$ cat config.mk
export PLATFORM = sky130hd
export DESIGN_NAME = trtcm_policer
export DESIGN_NICKNAME = d
export VERILOG_FILES = /design/src/rtl/policer_pkg.sv /design/src/rtl/pol_tick_gen.sv /design/src/rtl/pol_cost.sv /design/src/rtl/pol_bucket.sv /design/src/rtl/trtcm_policer.sv
export SDC_FILE = /design/constraint.sdc
export NUM_CORES = 1
export LEC_CHECK = 0
export CAP_MARGIN = 0
export CORE_ASPECT_RATIO = 2
export CORE_MARGIN = 3
export CORE_UTILIZATION = 23
export CTS_BUF_LIST = sky130_fd_sc_hd__clkbuf_16
export DETAILED_ROUTE_END_ITERATION = 8
export SLEW_MARGIN = 25
export SYNTH_ARGS = -nofsm -noshare
export SYNTH_HDL_FRONTEND = slang
export SYNTH_SLANG_ARGS = --single-unit
$ cat constraint.sdc
create_clock -name clk -period 28.1 [get_ports clk]
set_clock_uncertainty 0.2 [all_clocks]
set_input_delay 5.62 -clock clk [delete_from_list [all_inputs] [get_ports clk]]
set_output_delay 5.62 -clock clk [all_outputs]
set_load 0.05 [all_outputs]
$ cat src/rtl/policer_pkg.sv
package policer_pkg;

    localparam int FRAC_W     = 8;
    localparam int ZERO_EXP   = 24;
    localparam int LVL_W      = 32;
    localparam int COST_W     = 48;
    localparam int MANT_W     = 8;
    localparam int EXP_W      = 5;
    localparam int ADJ_M_W    = 9;
    localparam int ADJ_UNITY  = 256;
    localparam int NUM_BKT    = 2;
    localparam int BKT_COMMIT = 0;
    localparam int BKT_PEAK   = 1;

    localparam logic [1:0] ACT_DROP   = 2'd1;
    localparam logic [1:0] MODE_BLIND = 2'd3;

    typedef enum logic [1:0] {
        CLR_GREEN  = 2'd0,
        CLR_YELLOW = 2'd1,
        CLR_RED    = 2'd2
    } color_e;

    typedef struct packed {
        logic [MANT_W-1:0] mant;
        logic [EXP_W-1:0]  expo;
    } mexp_t;

    typedef struct packed {
        logic   valid;
        color_e color;
        logic   drop;
    } verdict_t;

    // Amount in 1/256 token units: (256 + M) << E, zero for a reserved exponent.
    function automatic logic [LVL_W-1:0] mexp_value(input mexp_t v);
        logic [LVL_W-1:0] base;
        base = LVL_W'({1'b1, v.mant});
        if (v.expo >= EXP_W'(ZERO_EXP)) return '0;
        return base << v.expo;
    endfunction

    function automatic color_e to_color(input logic [1:0] code);
        case (code)
            2'd0:    return CLR_GREEN;
            2'd1:    return CLR_YELLOW;
            default: return CLR_RED;
        endcase
    endfunction

endpackage

$ cat src/rtl/pol_tick_gen.sv
module pol_tick_gen
    import policer_pkg::*;
#(
    parameter int TICK_CYCLES = 200,
    parameter int DIV_W       = 4
) (
    input  logic             clk,
    input  logic             rst,
    input  logic [DIV_W-1:0] rdiv,
    output logic             tick
);
    localparam int BASE_W = (TICK_CYCLES > 1) ? $clog2(TICK_CYCLES) : 1;
    localparam int DCNT_W = (1 << DIV_W) - 1;
    localparam int GAP_W  = BASE_W + 1;

    logic [BASE_W-1:0] base_q;
    logic [DCNT_W-1:0] div_q;
    logic [DCNT_W-1:0] div_last;
    logic              base_end;

    assign base_end = (base_q == BASE_W'(TICK_CYCLES - 1));
    assign div_last = (DCNT_W'(1) << rdiv) - DCNT_W'(1);
    assign tick     = base_end && (div_q == div_last);

    always_ff @(posedge clk) begin
        if (rst) begin
            base_q <= '0;
            div_q  <= '0;
        end else begin
            base_q <= base_end ? '0 : base_q + 1'b1;
            if (base_end) div_q <= (div_q == div_last) ? '0 : div_q + 1'b1;
        end
    end

    // Checker: refill ticks are never closer than one base time unit.
    logic [GAP_W-1:0] gap_q;
    logic             seen_q;
    always_ff @(posedge clk) begin
        if (rst) begin
            gap_q  <= '0;
            seen_q <= 1'b0;
        end else if (tick) begin
            gap_q  <= '0;
            seen_q <= 1'b1;
        end else if (gap_q < GAP_W'(TICK_CYCLES)) begin
            gap_q  <= gap_q + 1'b1;
        end
    end

    assert_tick_gap_R3: assert property (@(posedge clk) disable iff (rst)
        (tick && seen_q) |-> (gap_q >= GAP_W'(TICK_CYCLES - 1)));

endmodule

$ cat src/rtl/pol_cost.sv
module pol_cost
    import policer_pkg::*;
#(
    parameter int LEN_W = 16,
    parameter int OFF_W = 8
) (
    input  logic [LEN_W-1:0]   len,
    input  logic [OFF_W-1:0]   len_off,
    input  logic               count_pkts,
    input  logic [ADJ_M_W-1:0] adj_mant,
    input  logic [EXP_W-1:0]   adj_exp,
    output logic [COST_W-1:0]  cost
);
    logic signed [COST_W-1:0] len_term;
    logic signed [COST_W-1:0] adj_term;
    logic signed [COST_W-1:0] total;

    always_comb begin
        len_term = count_pkts ? '0
                 : ($signed(COST_W'(len)) - $signed(COST_W'(len_off))) <<< FRAC_W;
        adj_term = ($signed(COST_W'(adj_mant)) - $signed(COST_W'(ADJ_UNITY))) <<< adj_exp;
        total    = len_term + adj_term;
        cost     = (total <= 0) ? COST_W'(1) : COST_W'(total);
    end

endmodule

$ cat src/rtl/pol_bucket.sv
module pol_bucket
    import policer_pkg::*;
(
    input  logic              clk,
    input  logic              rst,
    input  logic              tick,
    input  mexp_t             rate_cfg,
    input  mexp_t             burst_cfg,
    input  logic              debit_en,
    input  logic [COST_W-1:0] cost,
    output logic [LVL_W-1:0]  level_eff
);
    logic [LVL_W-1:0] cap;
    logic [LVL_W-1:0] add;
    logic [LVL_W-1:0] lvl_q;
    logic [LVL_W-1:0] lvl_d;
    logic [LVL_W:0]   grown;

    assign cap = mexp_value(burst_cfg);
    assign add = mexp_value(rate_cfg);

    // Refill (and clamp to depth) first; the packet sees the refilled level.
    always_comb begin
        grown     = {1'b0, lvl_q} + (tick ? {1'b0, add} : '0);
        level_eff = (grown > {1'b0, cap}) ? cap : grown[LVL_W-1:0];
        lvl_d     = debit_en ? level_eff - cost[LVL_W-1:0] : level_eff;
    end

    always_ff @(posedge clk) begin
        if (rst) lvl_q <= cap;
        else     lvl_q <= lvl_d;
    end

    assert_debit_covered_R7: assert property (@(posedge clk) disable iff (rst)
        debit_en |-> (COST_W'(level_eff) >= cost));

    assert_level_capped_R3: assert property (@(posedge clk) disable iff (rst)
        1'b1 |=> (lvl_q <= $past(cap)));

    assert_no_gain_between_ticks_R3: assert property (@(posedge clk) disable iff (rst)
        !tick |=> (lvl_q <= $past(lvl_q)));

endmodule

$ cat src/rtl/trtcm_policer.sv
module trtcm_policer
    import policer_pkg::*;
#(
    parameter int TICK_CYCLES = 200,
    parameter int LEN_W       = 16,
    parameter int OFF_W       = 8
) (
    input  logic             clk,
    input  logic             rst,
    input  logic [7:0]       commit_rate_mant,
    input  logic [4:0]       commit_rate_exp,
    input  logic [7:0]       commit_burst_mant,
    input  logic [4:0]       commit_burst_exp,
    input  logic [7:0]       peak_rate_mant,
    input  logic [4:0]       peak_rate_exp,
    input  logic [7:0]       peak_burst_mant,
    input  logic [4:0]       peak_burst_exp,
    input  logic [3:0]       tick_div,
    input  logic             count_packets,
    input  logic [OFF_W-1:0] len_offset,
    input  logic [8:0]       adj_mant,
    input  logic [4:0]       adj_exp,
    input  logic [1:0]       color_mode,
    input  logic [1:0]       act_green,
    input  logic [1:0]       act_yellow,
    input  logic [1:0]       act_red,
    input  logic             pkt_valid,
    input  logic [LEN_W-1:0] pkt_len,
    input  logic [1:0]       pkt_color,
    output logic             res_valid,
    output logic [1:0]       res_color,
    output logic             res_drop
);
    logic              tick;
    logic [COST_W-1:0] cost;
    mexp_t             rate_cfg  [NUM_BKT];
    mexp_t             burst_cfg [NUM_BKT];
    logic              debit     [NUM_BKT];
    logic              covers    [NUM_BKT];
    logic [LVL_W-1:0]  lvl_eff   [NUM_BKT];
    logic              peak_off;
    color_e            pre;
    verdict_t          v_d, v_q;
    logic [1:0]        act_sel;

    assign rate_cfg[BKT_COMMIT]  = '{mant: commit_rate_mant,  expo: commit_rate_exp};
    assign burst_cfg[BKT_COMMIT] = '{mant: commit_burst_mant, expo: commit_burst_exp};
    assign rate_cfg[BKT_PEAK]    = '{mant: peak_rate_mant,    expo: peak_rate_exp};
    assign burst_cfg[BKT_PEAK]   = '{mant: peak_burst_mant,   expo: peak_burst_exp};

    pol_tick_gen #(.TICK_CYCLES(TICK_CYCLES), .DIV_W(4)) u_tick (
        .clk (clk), .rst (rst), .rdiv (tick_div), .tick (tick)
    );

    pol_cost #(.LEN_W(LEN_W), .OFF_W(OFF_W)) u_cost (
        .len (pkt_len), .len_off (len_offset), .count_pkts (count_packets),
        .adj_mant (adj_mant), .adj_exp (adj_exp), .cost (cost)
    );

    for (genvar b = 0; b < NUM_BKT; b++) begin : g_bucket
        pol_bucket u_bkt (
            .clk       (clk),
            .rst       (rst),
            .tick      (tick),
            .rate_cfg  (rate_cfg[b]),
            .burst_cfg (burst_cfg[b]),
            .debit_en  (debit[b]),
            .cost      (cost),
            .level_eff (lvl_eff[b])
        );
        assign covers[b] = (cost <= COST_W'(lvl_eff[b]));
    end

    assign peak_off = (peak_burst_exp >= 5'(ZERO_EXP));

    always_comb begin
        pre = (color_mode == MODE_BLIND) ? CLR_GREEN : to_color(pkt_color);
        v_d.valid = pkt_valid;
        if (pre == CLR_RED)                            v_d.color = CLR_RED;
        else if (peak_off)                             v_d.color = (pre == CLR_GREEN && covers[BKT_COMMIT]) ? CLR_GREEN : CLR_RED;
        else if (!covers[BKT_PEAK])                    v_d.color = CLR_RED;
        else if (pre == CLR_YELLOW || !covers[BKT_COMMIT]) v_d.color = CLR_YELLOW;
        else                                           v_d.color = CLR_GREEN;
        case (v_d.color)
            CLR_GREEN:  act_sel = act_green;
            CLR_YELLOW: act_sel = act_yellow;
            default:    act_sel = act_red;
        endcase
        v_d.drop          = (act_sel == ACT_DROP);
        debit[BKT_COMMIT] = pkt_valid && (v_d.color == CLR_GREEN);
        debit[BKT_PEAK]   = pkt_valid && !peak_off && (v_d.color != CLR_RED);
    end

    always_ff @(posedge clk) begin
        if (rst) v_q <= '{valid: 1'b0, color: CLR_GREEN, drop: 1'b0};
        else     v_q <= v_d;
    end

    assign res_valid = v_q.valid;
    assign res_color = v_q.color;
    assign res_drop  = v_q.drop;

    assert_latency_R1: assert property (@(posedge clk) disable iff (rst)
        pkt_valid |=> res_valid);

    assert_idle_R1: assert property (@(posedge clk) disable iff (rst)
        !pkt_valid |=> !res_valid);

    assert_peak_off_no_yellow_R8: assert property (@(posedge clk) disable iff (rst)
        (pkt_valid && peak_burst_exp >= 5'(ZERO_EXP)) |=> (res_color != 2'd1));

    assert_prered_kept_R10: assert property (@(posedge clk) disable iff (rst)
        (pkt_valid && color_mode != MODE_BLIND && pkt_color[1]) |=> (res_color == 2'd2));

    assert_action_R11: assert property (@(posedge clk) disable iff (rst)
        pkt_valid |=> (res_drop == (((res_color == 2'd0) ? $past(act_green)
                                   : (res_color == 2'd1) ? $past(act_yellow)
                                   : $past(act_red)) == ACT_DROP)));

endmodule

# After elaboration in Yosys (flattened, before gate mapping)
# Cells that the tools add are included.
# totals
register_bits	91
in_bits	108
out_inout_bits	4
elab_cells	84
# classes
n_addsub	10
order_cmp	9
eq_ne	9
shift	6
muxes	31
reduce_logical	12
# ops
operator	n
$mux 32	16
$shl 9x5->32	4
$le 48x32->1	2
$mux 48	2
$add 32x33->33	2
$gt 33x32->1	2
$sub 32x32->32	2
$add 48x48->48	1
$le 48x1->1 const B	1
$sshl 48x5->48	1
$ge 5x5->1 const B	4
$sub 16x8->17	1
$add 15x1->15 const B	1
$eq 15x15->1	1
$mux 15	1
$shl 1x4->15 const A	1
$sub 15x2->15 const B	1
$mux 2	5
$sub 9x9->10 const B	1
$add 8x1->8 const B	1
$eq 2x1->1 const B	4
$eq 8x8->1 const B	1
$pmux 2 s2	2
$logic_not 2->1	3
other kinds (7)	17

# Logic depth before layout (Yosys ltp)
# Gate-level depths: netlist of run 1.
# logic_depth
depth_word	19
ltp_mapped	60
depth_no_buf	52

# By module
# Synthesis of run 1 repeated with hierarchy kept, for this count alone.
# hier_totals
hier_cells	3097
hier_area_um2	21839.7
# modules_own_cells
module	n_inst	cells_each	area_each_um2	seq_area_each_um2
pol_bucket (g_bucket[0].u_bkt)	1	1044	7354.6	640.6
pol_bucket (g_bucket[1].u_bkt)	1	1017	7255.7	640.6
pol_cost	1	582	3656.0	0.0
trtcm_policer	1	260	1935.6	80.1
pol_tick_gen	1	194	1637.8	460.4

# Worst setup path after synthesis of run 1
# Ideal clock, no wire load.
# synth_timing
kind	input-to-reg
start	input tick_div[0]
end	register g_bucket[1].u_bkt.lvl_q[31]
setup_ps	114
t_arrival_ps	15593
required_ps	27786
path_slack_ps	12193
path_stages	52
n_path_buf	5
cell_sequence	clkbuf_1 -> nor2_1 -> nand2_1 -> ha_1 -> clkbuf_1 -> xnor2_1 -> a32o_1 -> xor2_1 -> a211oi_1 -> and3_1 -> nand4_1 -> inv_1 -> nand2_1 -> clkbuf_1 -> or3_1 -> clkbuf_1 -> nor2_1 -> ha_1 -> [16 not listed] -> o21ai_0 -> o211a_1 -> clkbuf_1 -> mux2i_1 -> ha_1 -> nor2b_1 -> o31a_1 -> o31ai_1 -> a21oi_1 -> o31ai_1 -> a21oi_1 -> a21o_1 -> a31o_2 -> a221oi_1 -> a21oi_1 -> xor2_1 -> a22o_1 -> a21o_1
# synth_between
elab_chain_len	19
word_cells_on_any_way	27
classes_between	add/sub: 4; order compare: 4; eq/ne: 2; shift: 1; mux: 11; reduce/logical: 5
# synth_lines
item	line_no	rtl
start: declaration	trtcm_policer.sv:18	input logic [3:0] tick_div,
$shl 1x4->15 *	pol_tick_gen.sv:22	assign div_last = (DCNT_W'(1) << rdiv) - DCNT_W'(1);
$sub 15x2->15 *	pol_tick_gen.sv:22	
$eq 15x15->1 *	pol_tick_gen.sv:23	assign tick = base_end && (div_q == div_last);
$logic_and 1x1->1 *	pol_tick_gen.sv:23	
$mux 32	pol_bucket.sv:24	grown = {1'b0, lvl_q} + (tick ? {1'b0, add} : '0);
$add 32x33->33	pol_bucket.sv:24	
$gt 33x32->1	pol_bucket.sv:25	level_eff = (grown > {1'b0, cap}) ? cap : grown[LVL_W-1:0];
$mux 32	pol_bucket.sv:25	
[3 not listed]	--	
$mux 1	trtcm_policer.sv:82	else if (pre == CLR_YELLOW || !covers[BKT_COMMIT]) v_d.color = CLR_YELLOW;
$mux 2	trtcm_policer.sv:81	else if (!covers[BKT_PEAK]) v_d.color = CLR_RED;
$mux 2	trtcm_policer.sv:80	else if (peak_off) v_d.color = (pre == CLR_GREEN && covers[BKT_COMMIT]) ? CLR_GREEN : CLR_RED;
$mux 2	trtcm_policer.sv:79	if (pre == CLR_RED) v_d.color = CLR_RED;
$ne 2x2->1	trtcm_policer.sv:91	debit[BKT_PEAK] = pkt_valid && !peak_off && (v_d.color != CLR_RED);
$logic_and 1x1->1	trtcm_policer.sv:91	
$mux 32 *	pol_bucket.sv:26	lvl_d = debit_en ? level_eff - cost[LVL_W-1:0] : level_eff;
$mux 32 *	pol_bucket.sv:30	if (rst) lvl_q <= cap;
end signal: assignment	pol_bucket.sv:30	
end signal: assignment	pol_bucket.sv:31	else lvl_q <= lvl_d;
end: declaration	pol_bucket.sv:15	logic [LVL_W-1:0] lvl_q;
# Every way passes the cells marked *; elsewhere a longest branch is shown, timed or not.
# A chain may end at the register's enable or synchronous reset.

# Worst setup path in the final report of run 1
# layout_timing
start	input tick_div[3]
end	register g_bucket[0].u_bkt.lvl_q[11]
# layout_between
elab_chain_len	19
word_cells_on_any_way	27
classes_between	add/sub: 4; order compare: 4; eq/ne: 1; shift: 1; mux: 11; reduce/logical: 6
# layout_lines
item	line_no	rtl
$shl 1x4->15 *	pol_tick_gen.sv:22	
$sub 15x2->15 *	pol_tick_gen.sv:22	
$eq 15x15->1 *	pol_tick_gen.sv:23	
$logic_and 1x1->1 *	pol_tick_gen.sv:23	
$mux 32	pol_bucket.sv:24	
$add 32x33->33	pol_bucket.sv:24	
$gt 33x32->1	pol_bucket.sv:25	
$mux 32	pol_bucket.sv:25	
[3 not listed]	--	
$mux 1	trtcm_policer.sv:82	
$mux 2	trtcm_policer.sv:81	
$mux 2	trtcm_policer.sv:80	
$mux 2	trtcm_policer.sv:79	
$logic_not 2->1	trtcm_policer.sv:90	debit[BKT_COMMIT] = pkt_valid && (v_d.color == CLR_GREEN);
$logic_and 1x1->1	trtcm_policer.sv:90	
$mux 32 *	pol_bucket.sv:26	
$mux 32 *	pol_bucket.sv:30	
end signal: assignment	pol_bucket.sv:30	
end signal: assignment	pol_bucket.sv:31	
end: declaration	pol_bucket.sv:15	
# Marks and branches as above.

==> results of run 1 <==
-- cells by family (layout without fill, tap and decap cells) --
family / count (synthesis) / in the layout
AOI/OAI and AO/OA: 846 / 846
other: 0 / 2
adders and majority gates: 303 / 303
xor gates and xnor gates: 172 / 172
and+or+nand+nor: 1032 / 1032
buffers and inverters: 330 / 332
DFF: 91 / 91
muxes: 120 / 120
-- worst register-to-register path, delay by kind of cell (launching register included) --
kind	cells	cell delay, ns
fa+ha+maj	3	0.98
simple gates	18	3.84
xor+xnor	1	0.17
compound gates	19	5.27
mux	1	0.75
flops	1	0.51
buf+inv	4	0.94
-- state kept, by name (all words and copies together), names as in the netlist --
name                  count
u_tick.base_q             8
res_color                 2
res_drop                  1
g_bucket.u_bkt.lvl_q     64
u_tick.div_q             15
res_valid                 1
-- stage by stage --
step | setup WS (ns) | util | cell area, um^2 | power, mW | cells
floorplan | 12.19 | - | 20300 | 1.11 | 2894
global placement | 8.86 | 0.257 | 22400 | 1.44 | 4042
detailed placement | 8.88 | 0.257 | 22400 | 1.44 | 4042
CTS | 9.22 | 0.260 | 22700 | 1.58 | 4058
global route | 8.19 | 0.260 | 22700 | 1.72 | 4059
finish | 8.97 | 0.260 | 22700 | 1.59 | 4060
-- Yosys cell counts (6+ instances only) --
cell                          n  area, um^2
sky130_fd_sc_hd__a211o_1     12         105
sky130_fd_sc_hd__a211oi_1    26         195
sky130_fd_sc_hd__a21boi_0     8        60.1
sky130_fd_sc_hd__a21o_1     104         781
sky130_fd_sc_hd__a21oi_1    292        1460
sky130_fd_sc_hd__a221oi_2    18         270
sky130_fd_sc_hd__a22oi_1     17         128
sky130_fd_sc_hd__a2bb2oi_1   13         114
sky130_fd_sc_hd__a311oi_1     6        52.6
sky130_fd_sc_hd__a31o_2       6        52.6
sky130_fd_sc_hd__a31oi_1     38         238
sky130_fd_sc_hd__and2_1      25         156
sky130_fd_sc_hd__and3_1      32         200
sky130_fd_sc_hd__buf_1       13        48.8
sky130_fd_sc_hd__clkbuf_1   112         420
sky130_fd_sc_hd__dfxtp_1     91        1820
sky130_fd_sc_hd__fa_1         6         120
sky130_fd_sc_hd__ha_1       297        3720
sky130_fd_sc_hd__inv_1      191         717
sky130_fd_sc_hd__mux2_2      30         338
sky130_fd_sc_hd__mux2i_1     85         851
sky130_fd_sc_hd__nand2_1    203         762
sky130_fd_sc_hd__nand2b_1    48         300
sky130_fd_sc_hd__nand3_1     76         380
sky130_fd_sc_hd__nand3b_1     8        60.1
sky130_fd_sc_hd__nand4_1     43         269
sky130_fd_sc_hd__nor2_1     371        1390
sky130_fd_sc_hd__nor2b_1     61         382
sky130_fd_sc_hd__nor3_1      80         400
sky130_fd_sc_hd__nor3b_1     15         113
sky130_fd_sc_hd__nor4_1      13        81.3
sky130_fd_sc_hd__o211ai_1    10        75.1
sky130_fd_sc_hd__o21a_1      33         248
sky130_fd_sc_hd__o21ai_0    138         691
sky130_fd_sc_hd__o21bai_1    17         128
sky130_fd_sc_hd__o22ai_1     16         100
sky130_fd_sc_hd__o31a_1      10        87.6
sky130_fd_sc_hd__o31ai_1      8        60.1
sky130_fd_sc_hd__or2_2       19         119
sky130_fd_sc_hd__or3_1       18         113
sky130_fd_sc_hd__xnor2_1    104         911
sky130_fd_sc_hd__xor2_1      68         596
-- worst min-delay path by stage --
stage	from	to	slack [ns]
after floorplan	u_tick.base_q[0]$_SDFF_PP0_	u_tick.base_q[0]$_SDFF_PP0_	0.21
after detailed placement	u_tick.base_q[0]$_SDFF_PP0_	u_tick.base_q[0]$_SDFF_PP0_	0.23
final	u_tick.base_q[0]$_SDFF_PP0_	u_tick.base_q[0]$_SDFF_PP0_	0.25
after global placement	u_tick.base_q[0]$_SDFF_PP0_	u_tick.base_q[0]$_SDFF_PP0_	0.23
after global routing	u_tick.base_q[0]$_SDFF_PP0_	u_tick.base_q[0]$_SDFF_PP0_	0.27
after CTS	u_tick.base_q[0]$_SDFF_PP0_	u_tick.base_q[0]$_SDFF_PP0_	0.25
-- routing by layer --
metal,GRT usage,vias to the layer above,routed length [um]
met2,0.306,609,39600
li1,-,10400,-
met3,0.0140,276,2100
met5,0,-,0
met1,0.154,9709,26800
met4,0.172,0,9410
-- layout make-up --
| cell class | instances | area [um^2] | area share |
|---|---|---|---|
| multi-input cells | 2473 | 17200 | 0.758 |
| clock inverters | 7 | 61.3 | 0.00270 |
| clock buffers | 9 | 225 | 0.00993 |
| repair buffers | 124 | 1210 | 0.0532 |
| inverters | 192 | 721 | 0.0318 |
| diodes | 2 | 5.00 | 0.000221 |
| flip-flops and latches | 91 | 1820 | 0.0804 |
| well taps | 1162 | 1450 | 0.0641 |
-- power groups by stage --
stage	sequential (mW)	combinational [mW]	clock, mW
global route	0.175	1.41	0.137
finish	0.175	1.29	0.131
CTS	0.175	1.27	0.133
global placement	0.178	1.26	0
detailed placement	0.178	1.26	0
floorplan	0.166	0.940	0
==> results.toml, run 1 <==
[grt]
antenna_found_initial = 2
first_global_vias = 21100
grt_pass1_wl_mm = 118
grt_start_max_net_pins = 68
grt.total_usage = 0.165
globalRouteOverflowTotal = 0

[drt]
routed_wirelength_mm = 77.9
drt-initial-drc-count = 1167
via_per_inst = 5.16
detail_route.first_pass.iterations = 7
wire_per_inst_um = 19.2
final_antenna_net_count = 0
drt_drc_violations_left = 0
vias = 21000

[power]
power.switching_mw = 0.868
cellInternalPower_mw = 0.724
combPwrFrac = 0.808
leakage_nw = 10.1
power_frac_clock = 0.082
p_per_cell_area_nw_per_um2 = 70.2
p_sw_frac = 0.545
vdd.ir_drop.worst_mv = 0.0417
power_frac_seq = 0.110

[die]
die_width_um = 216
core_region_area_um2 = 87100
start_util = 0.233
io_pins = 112
design.die.area_um2 = 91900
rows = 153
die_height_um = 426

[clock_network]
clk_path_buf_depth = 2
cts.repair.resized = 0
cts.htree.levels = 3
clkSlewWorstSetupHoldPaths_ns = 0.08
postCtsSetupBuffers = 0
clock_sink_count = 91
clock_tree_from_tritoncts = "yes"
cts_made_buffers = 9
holdBufCountCts = 0
worst_skew_pair.late_latency_ns = 0.40
cell_at_the_root_of_the_clock_tree = "sky130_fd_sc_hd__clkbuf_16"

[setup_path]
timing.critical_path.arrival_ns = 19.21
criticalPathCategory = "input pin to flop"
path_buf_inv = 6
type_of_destination_of_the_critical_path = "flop"
reg2regPathDepth = 46
setup.worst_path.start_class = "input pin"
total_number_of_cells_along_the_worst_setup_path = 50
worst_setup_path_endpoint = "g_bucket[0].u_bkt.lvl_q[11]$_DFF_P_"
crit_family = "compound AO/OA/AOI/OAI gates"
timing.critical_path.from = "tick_div[3]"
crit-reg2reg-capture = "g_bucket[0].u_bkt.lvl_q[11]$_DFF_P_"
critPathMaxStageDelay_ns = 0.89
worstReg2RegStart = "u_tick.div_q[10]$_SDFFE_PP0P_"
regToRegSetupSlack_ns = 15.33
critical_path.slowest_cell = "sky130_fd_sc_hd__clkdlybuf4s50_1"
critical_path_required_ns = 28.19
crit_top_cell = "sky130_fd_sc_hd__a21oi_1"
critical_path.max_fanout = 57

[sta]
final_hold_viol_count = 0
maxSlewHeadroom = 0.245
finalCritPeriodShare = 0.681
report.final.setup_viol = 0
worst-slew-pin-transition_ns = 1.13
timing.setup.tns_ns = 0
fin_worst_hold_slack_ns = 0.245
period_minus_slack_ns = 19.13
maxClockFrequency_ghz = 0.0523
setup_repair_after_global_routing_missed_its_margin = "no"
maxSlewViolCount = 0

[run_status]
result_of_the_run = "completed"

[synthesis]
synth_compound_area_frac = 0.277
mux_share_of_post_synthesis_cell_area = 0.0635
synth-edff-count = 0
synth-adder-area-share = 0.189
ys_async_sr_fraction = 0
syn_area_per_cell_um2 = 7.00
synth_area_um2 = 20300
seq_area_frac_synth = 0.0899
ys_ff_latch = 91
synth_fp_nets = 3305
netlist-cell-type-count = 101
synth_xor_area_frac = 0.0743
dominant_combinational_cell_family_by_area_after_synthesis = "compound AO/OA/AOI/OAI gates"
yosys_warnings = 0
netlist_instances = 2894
synthSimpleGateAreaFrac = 0.242
synth-main-ff-cell = "sky130_fd_sc_hd__dfxtp_1"

[run]
max-cap-violations = 0

[layout]
mostFrequentLayoutCells = "sky130_fd_sc_hd__nor2_1, sky130_fd_sc_hd__ha_1, sky130_fd_sc_hd__a21oi_1"
n_fill_cell = 9709
syn2layout_area_growth_pct = 11.9
nets = 3302
drive_above_1_share = 0.0463
mostFrequentLayoutCell = "sky130_fd_sc_hd__nor2_1"

[hold_path]
hold_path.class = "flop to flop"
whs_path_depth = 1

[place]
routability_congestion = 1.02
dp.final_hpwl_mm = 66.2
port_buffers = 111
(Power assumes the default switching activity.)
==> run 2, diff against run 1 <==
==> constraint.sdc (replaced) <==
create_clock -name clk -period 17.07 [get_ports clk]
set_clock_uncertainty 0.2 [all_clocks]
set_input_delay 3.414 -clock clk [delete_from_list [all_inputs] [get_ports clk]]
set_output_delay 3.414 -clock clk [all_outputs]
set_load 0.05 [all_outputs]
==> run 2 against run 1 <==
Wire length grew 2.0%. Sequential power increased by 66%. Via count rose by 1.2%. First-iteration DRC count increased by 16%. Clock power increased by 62%. Sequential share of layout area decreased by 0.064 points. Clock-buffer cell count did not move. Core utilization grew 0.21 points. Critical path depth decreased by 1. Non-clock buffer count rose by 21. Power grew 67%. Largest cell class unchanged.
==> results.toml, run 2 (synthesis gave the netlist of run 1 again) <==
[sta]
worst-slew-pin-transition_ns = 1.08
period_minus_slack_ns = 16.32
timing.setup.tns_ns = 0
maxSlewViolCount = 0
setup_repair_after_global_routing_missed_its_margin = "no"
final_hold_viol_count = 0
maxSlewHeadroom = 0.281
maxClockFrequency_ghz = 0.0613
report.final.setup_viol = 0
finalCritPeriodShare = 0.956

[grt]
grt_pass1_wl_mm = 119
globalRouteOverflowTotal = 0
antenna_found_initial = 2
grt.total_usage = 0.168
first_global_vias = 21200
grt_start_max_net_pins = 69

[clock_network]
holdBufCountCts = 0
postCtsSetupBuffers = 0
clock_sink_count = 91
cts.htree.levels = 3
clkSlewWorstSetupHoldPaths_ns = 0.08
worst_skew_pair.late_latency_ns = 0.41
cts_made_buffers = 9
cell_at_the_root_of_the_clock_tree = "sky130_fd_sc_hd__clkbuf_16"
clk_path_buf_depth = 2
clock_tree_from_tritoncts = "yes"

[power]
power.switching_mw = 1.43
p_sw_frac = 0.540
cellInternalPower_mw = 1.22
vdd.ir_drop.worst_mv = 0.0667
power_frac_seq = 0.109
combPwrFrac = 0.811
leakage_nw = 10.2
p_per_cell_area_nw_per_um2 = 116
power_frac_clock = 0.080

[layout]
drive_above_1_share = 0.0535
largestRegisters = "g_bucket.u_bkt.lvl_q x64, u_tick.div_q x15, u_tick.base_q x8"
mostFrequentLayoutCells = "sky130_fd_sc_hd__nor2_1, sky130_fd_sc_hd__ha_1, sky130_fd_sc_hd__a21oi_1"
post-route-cell-area_um2 = 22900
nets = 3323
syn2layout_area_growth_pct = 12.8
largest-register = "g_bucket.u_bkt.lvl_q"
largest_register_ff_count = 64
mostFrequentLayoutCell = "sky130_fd_sc_hd__nor2_1"

[setup_path]
path_buf_inv = 3
criticalPathCategory = "input pin to flop"
timing.critical_path.arrival_ns = 16.44
crit_top_cell = "sky130_fd_sc_hd__a21oi_1"
critical_path.slowest_cell = "sky130_fd_sc_hd__o221a_4"
setup.worst_path.start_class = "input pin"
crit_family = "compound AO/OA/AOI/OAI gates"
critical_path.max_fanout = 47
critical_path_required_ns = 17.19
type_of_destination_of_the_critical_path = "flop"
critPathMaxStageDelay_ns = 0.68

[place]
port_buffers = 111
post_dp_cell_area_um2 = 22500
routability_congestion = 1.04
dp.final_hpwl_mm = 67.3

[drt]
drt_drc_violations_left = 0
vias = 21200
drt-initial-drc-count = 1354
wire_per_inst_um = 19.5
routed_wirelength_mm = 79.5
final_antenna_net_count = 0
detail_route.first_pass.iterations = 6
via_per_inst = 5.20

[die]
die_width_um = 216
die_height_um = 426
design.die.area_um2 = 91900
start_util = 0.233
rows = 153
core_region_area_um2 = 87100
io_pins = 112

[run_status]
result_of_the_run = "completed"

[run]
max-cap-violations = 0

[hold_path]
hold_path.class = "flop to flop"
-- run 2: power groups by stage --
stage / registers, mW / clock network (mW) / logic [mW]
after floorplan: 0.273 / 0 / 1.55
after global placement: 0.294 / 0 / 2.11
after detailed placement: 0.293 / 0 / 2.11
after CTS: 0.289 / 0.220 / 2.12
after global routing: 0.290 / 0.223 / 2.35
final: 0.290 / 0.212 / 2.15
-- run 2: final timing paths --
| check | from | end | slack (ns) | cells past startpoint |
|---|---|---|---|---|
| min | u_tick.base_q[0]$_SDFF_PP0_ | u_tick.base_q[0]$_SDFF_PP0_ | 0.25 | 1 |
| min reg2reg | u_tick.base_q[0]$_SDFF_PP0_ | u_tick.base_q[0]$_SDFF_PP0_ | 0.25 | 1 |
| max reg2reg | u_tick.div_q[10]$_SDFFE_PP0P_ | g_bucket[0].u_bkt.lvl_q[25]$_DFF_P_ | 4.67 | 45 |
| max | tick_div[0] | g_bucket[0].u_bkt.lvl_q[25]$_DFF_P_ | 0.75 | 49 |
-- run 2: area by class of cell --
| class | instances | area [um^2] |
|---|---|---|
| Antenna cell | 2 | 5.00 |
| Clock buffer | 9 | 225 |
| Clock inverter | 7 | 52.6 |
| Fill cell | 9586 | 64300 |
| Inverter | 192 | 721 |
| Multi-Input combinational cell | 2473 | 17200 |
| Sequential cell | 91 | 1820 |
| Tap cell | 1162 | 1450 |
| Timing Repair Buffer | 145 | 1400 |
-- run 2: what timing repair did --
| item | 4_1_cts | 5_1_grt |
|---|---|---|
| endpoints found under the hold margin | 0 | 0 |
| endpoints found under the setup margin | 0 | 7 |
| gates resized for setup | 0 | 1 |
-- run 2: per-layer routing --
metal  part of all wire  wire length [um]  GRT usage
met5                  0                 0          0
met4               0.11              8910      0.164
met3              0.034              2660     0.0166
met2               0.52             41300      0.320
met1               0.33             26600      0.152
-- run 2: worst reg2reg max path: cells and delay by family, from the launching register on --
family / cells / cell delay [ns]
simple gates: 13 / 3.09
fa+ha+maj: 3 / 1.07
mux: 1 / 0.48
buf+inv: 2 / 0.50
xor+xnor: 1 / 0.13
compound gates: 25 / 6.34
flops: 1 / 0.51
-- run 2: per-stage QoR --
step           worst slack, ns   util  hold slack [ns]  total power [mW]  cells
2_1_floorplan             3.37      -            0.213              1.82   2894
3_3_place_gp             0.605  0.259            0.227              2.40   4062
3_5_place_dp             0.430  0.259            0.240              2.40   4062
4_1_cts                  0.821  0.262            0.253              2.63   4078
5_1_grt                 0.0686  0.262            0.281              2.86   4080
6_report                 0.751  0.262            0.250              2.66   4081
==> run 3, diff against run 2 <==
--- a/config.mk
+++ b/config.mk
@@ -8,9 +8,10 @@
 export CAP_MARGIN = 0
 export CORE_ASPECT_RATIO = 2
 export CORE_MARGIN = 3
-export CORE_UTILIZATION = 23
+export CORE_UTILIZATION = 43
 export CTS_BUF_LIST = sky130_fd_sc_hd__clkbuf_16
 export DETAILED_ROUTE_END_ITERATION = 8
+export SKIP_CTS_REPAIR_TIMING = 1
 export SLEW_MARGIN = 25
 export SYNTH_ARGS = -nofsm -noshare
 export SYNTH_HDL_FRONTEND = slang
==> run 3 against run 2 <==
Clock power down 6%. Cell count down 14%. Sequential share of layout area increased by 0.31 points. First-iteration DRC count rose by 6.7%. Fmax rose by 0.29%. Setup slack better by 0.047 ns. Critical path depth fell by 1. Wire length is 2.9% lower.
==> results.toml, run 3 (synthesis gave the netlist of run 1 again) <==
[run_status]
result_of_the_run = "completed"

[clock_network]
cell_at_the_root_of_the_clock_tree = "sky130_fd_sc_hd__clkbuf_16"
clk_path_buf_depth = 2
clock_tree_from_tritoncts = "yes"
cts_made_buffers = 9
cts.htree.levels = 3
clkSlewWorstSetupHoldPaths_ns = 0.08
clock_sink_count = 91
worst_skew_pair.late_latency_ns = 0.38

[grt]
antenna_found_initial = 1
globalRouteOverflowTotal = 0
grt_start_max_net_pins = 71
grt.total_usage = 0.294
first_global_vias = 21100
grt_pass1_wl_mm = 116

[hold_path]
hold_path.class = "flop to flop"
worst_hold_path.endpoint = "u_tick.base_q[0]$_SDFF_PP0_"
min-delay-start = "u_tick.base_q[0]$_SDFF_PP0_"
whs_path_depth = 1

[die]
rows = 111
io_pins = 112
die_height_um = 313
start_util = 0.438
design.die.area_um2 = 49900
core_region_area_um2 = 46200
die_width_um = 160

[setup_path]
timing.critical_path.from = "tick_div[3]"
critical_path.slowest_cell = "sky130_fd_sc_hd__clkdlybuf4s50_1"
critical_path_required_ns = 17.15
timing.critical_path.arrival_ns = 16.35
crit-reg2reg-capture = "g_bucket[0].u_bkt.lvl_q[11]$_DFF_P_"
regToRegSetupSlack_ns = 4.96
critical_path.max_fanout = 29
worstReg2RegStart = "u_tick.div_q[10]$_SDFFE_PP0P_"
setup.worst_path.start_class = "input pin"
reg2regPathDepth = 44
type_of_destination_of_the_critical_path = "flop"
critPathMaxStageDelay_ns = 0.88
criticalPathCategory = "input pin to flop"

[drt]
vias = 21200
detail_route.first_pass.iterations = 5
drt_drc_violations_left = 0
wire_per_inst_um = 21.9
drt-initial-drc-count = 1445
via_per_inst = 6.03
final_antenna_net_count = 0
routed_wirelength_mm = 77.1

[sta]
timing.setup.tns_ns = 0
period_minus_slack_ns = 16.27
maxClockFrequency_ghz = 0.0615
fin_worst_hold_slack_ns = 0.250
worst-slew-pin-transition_ns = 1.09
setup_repair_after_global_routing_missed_its_margin = "no"
maxSlewViolCount = 0
final_hold_viol_count = 0
finalCritPeriodShare = 0.953
worst_slack_ns = 0.798
report.final.setup_viol = 0
maxSlewHeadroom = 0.274

[power]
power_frac_clock = 0.077
combPwrFrac = 0.813
power_frac_seq = 0.110
vdd.ir_drop.worst_mv = 0.0755
power.switching_mw = 1.40
totalPowerFinal_mw = 2.60
cellInternalPower_mw = 1.20
p_sw_frac = 0.540
leakage_nw = 10.1
p_per_cell_area_nw_per_um2 = 118

[place]
port_buffers = 111
place_worst_setup_slack_ns = 0.403
routability_congestion = 0.983
dp.final_hpwl_mm = 65.4

[layout]
drive_above_1_share = 0.0473
mostFrequentLayoutCell = "sky130_fd_sc_hd__nor2_1"
largest-register = "g_bucket.u_bkt.lvl_q"
largestRegisters = "g_bucket.u_bkt.lvl_q x64, u_tick.div_q x15, u_tick.base_q x8"
nets = 3305
syn2layout_area_growth_pct = 8.60
mostFrequentLayoutCells = "sky130_fd_sc_hd__nor2_1, sky130_fd_sc_hd__ha_1, sky130_fd_sc_hd__a21oi_1"
largest_register_ff_count = 64
fin_util = 0.476

[run]
max-cap-violations = 0
run 3: per-stage QoR:
| stage | area, um^2 | cells |
|---|---|---|
| CTS | 22000 | 3518 |
| floorplan | 20300 | 2894 |
| global route | 22000 | 3520 |
| detailed placement | 21700 | 3503 |
| global placement | 21700 | 3503 |
| finish | 22000 | 3520 |
run 3: routing by layer:
layer | wire, um | track usage | share of wire
met4 | 8560 | 0.271 | 0.11
met2 | 39500 | 0.553 | 0.51
met1 | 26400 | 0.279 | 0.34
met5 | 0 | 0 | 0
met3 | 2690 | 0.0235 | 0.035
run 3: area by class of cell:
class                           count  area, um^2
Antenna cell                        1        2.50
Clock buffer                        9         225
Clock inverter                      6        41.3
Fill cell                        4812       24200
Inverter                          192         721
Multi-Input combinational cell   2474       17200
Sequential cell                    91        1820
Tap cell                          621         777
Timing Repair Buffer              126        1220
run 3: how the worst max path moves through the flow:
stage                                          endpoint
floorplan           g_bucket[1].u_bkt.lvl_q[31]$_DFF_P_
global placement    g_bucket[0].u_bkt.lvl_q[11]$_DFF_P_
detailed placement  g_bucket[0].u_bkt.lvl_q[11]$_DFF_P_
CTS                 g_bucket[0].u_bkt.lvl_q[11]$_DFF_P_
global route        g_bucket[0].u_bkt.lvl_q[11]$_DFF_P_
finish              g_bucket[0].u_bkt.lvl_q[11]$_DFF_P_
run 3: worst max-delay path, delay by kind of cell:
family                   cells  cell delay [ns]
AND/OR/NAND/NOR             18             3.93
multiplexers                 1             0.43
adder cells (fa/ha/maj)      4             1.54
XOR/XNOR                     2             0.33
buffers and inverters        5             1.74
AO/OA/AOI/OAI               18             4.89
run 3: power by group through the flow:
stage / Sequential [mW] / Combinational [mW] / Clock, mW
2_1_floorplan: 0.273 / 1.55 / 0
3_3_place_gp: 0.292 / 2.04 / 0
3_5_place_dp: 0.291 / 2.07 / 0
4_1_cts: 0.286 / 2.08 / 0.202
5_1_grt: 0.287 / 2.30 / 0.208
6_report: 0.287 / 2.11 / 0.199
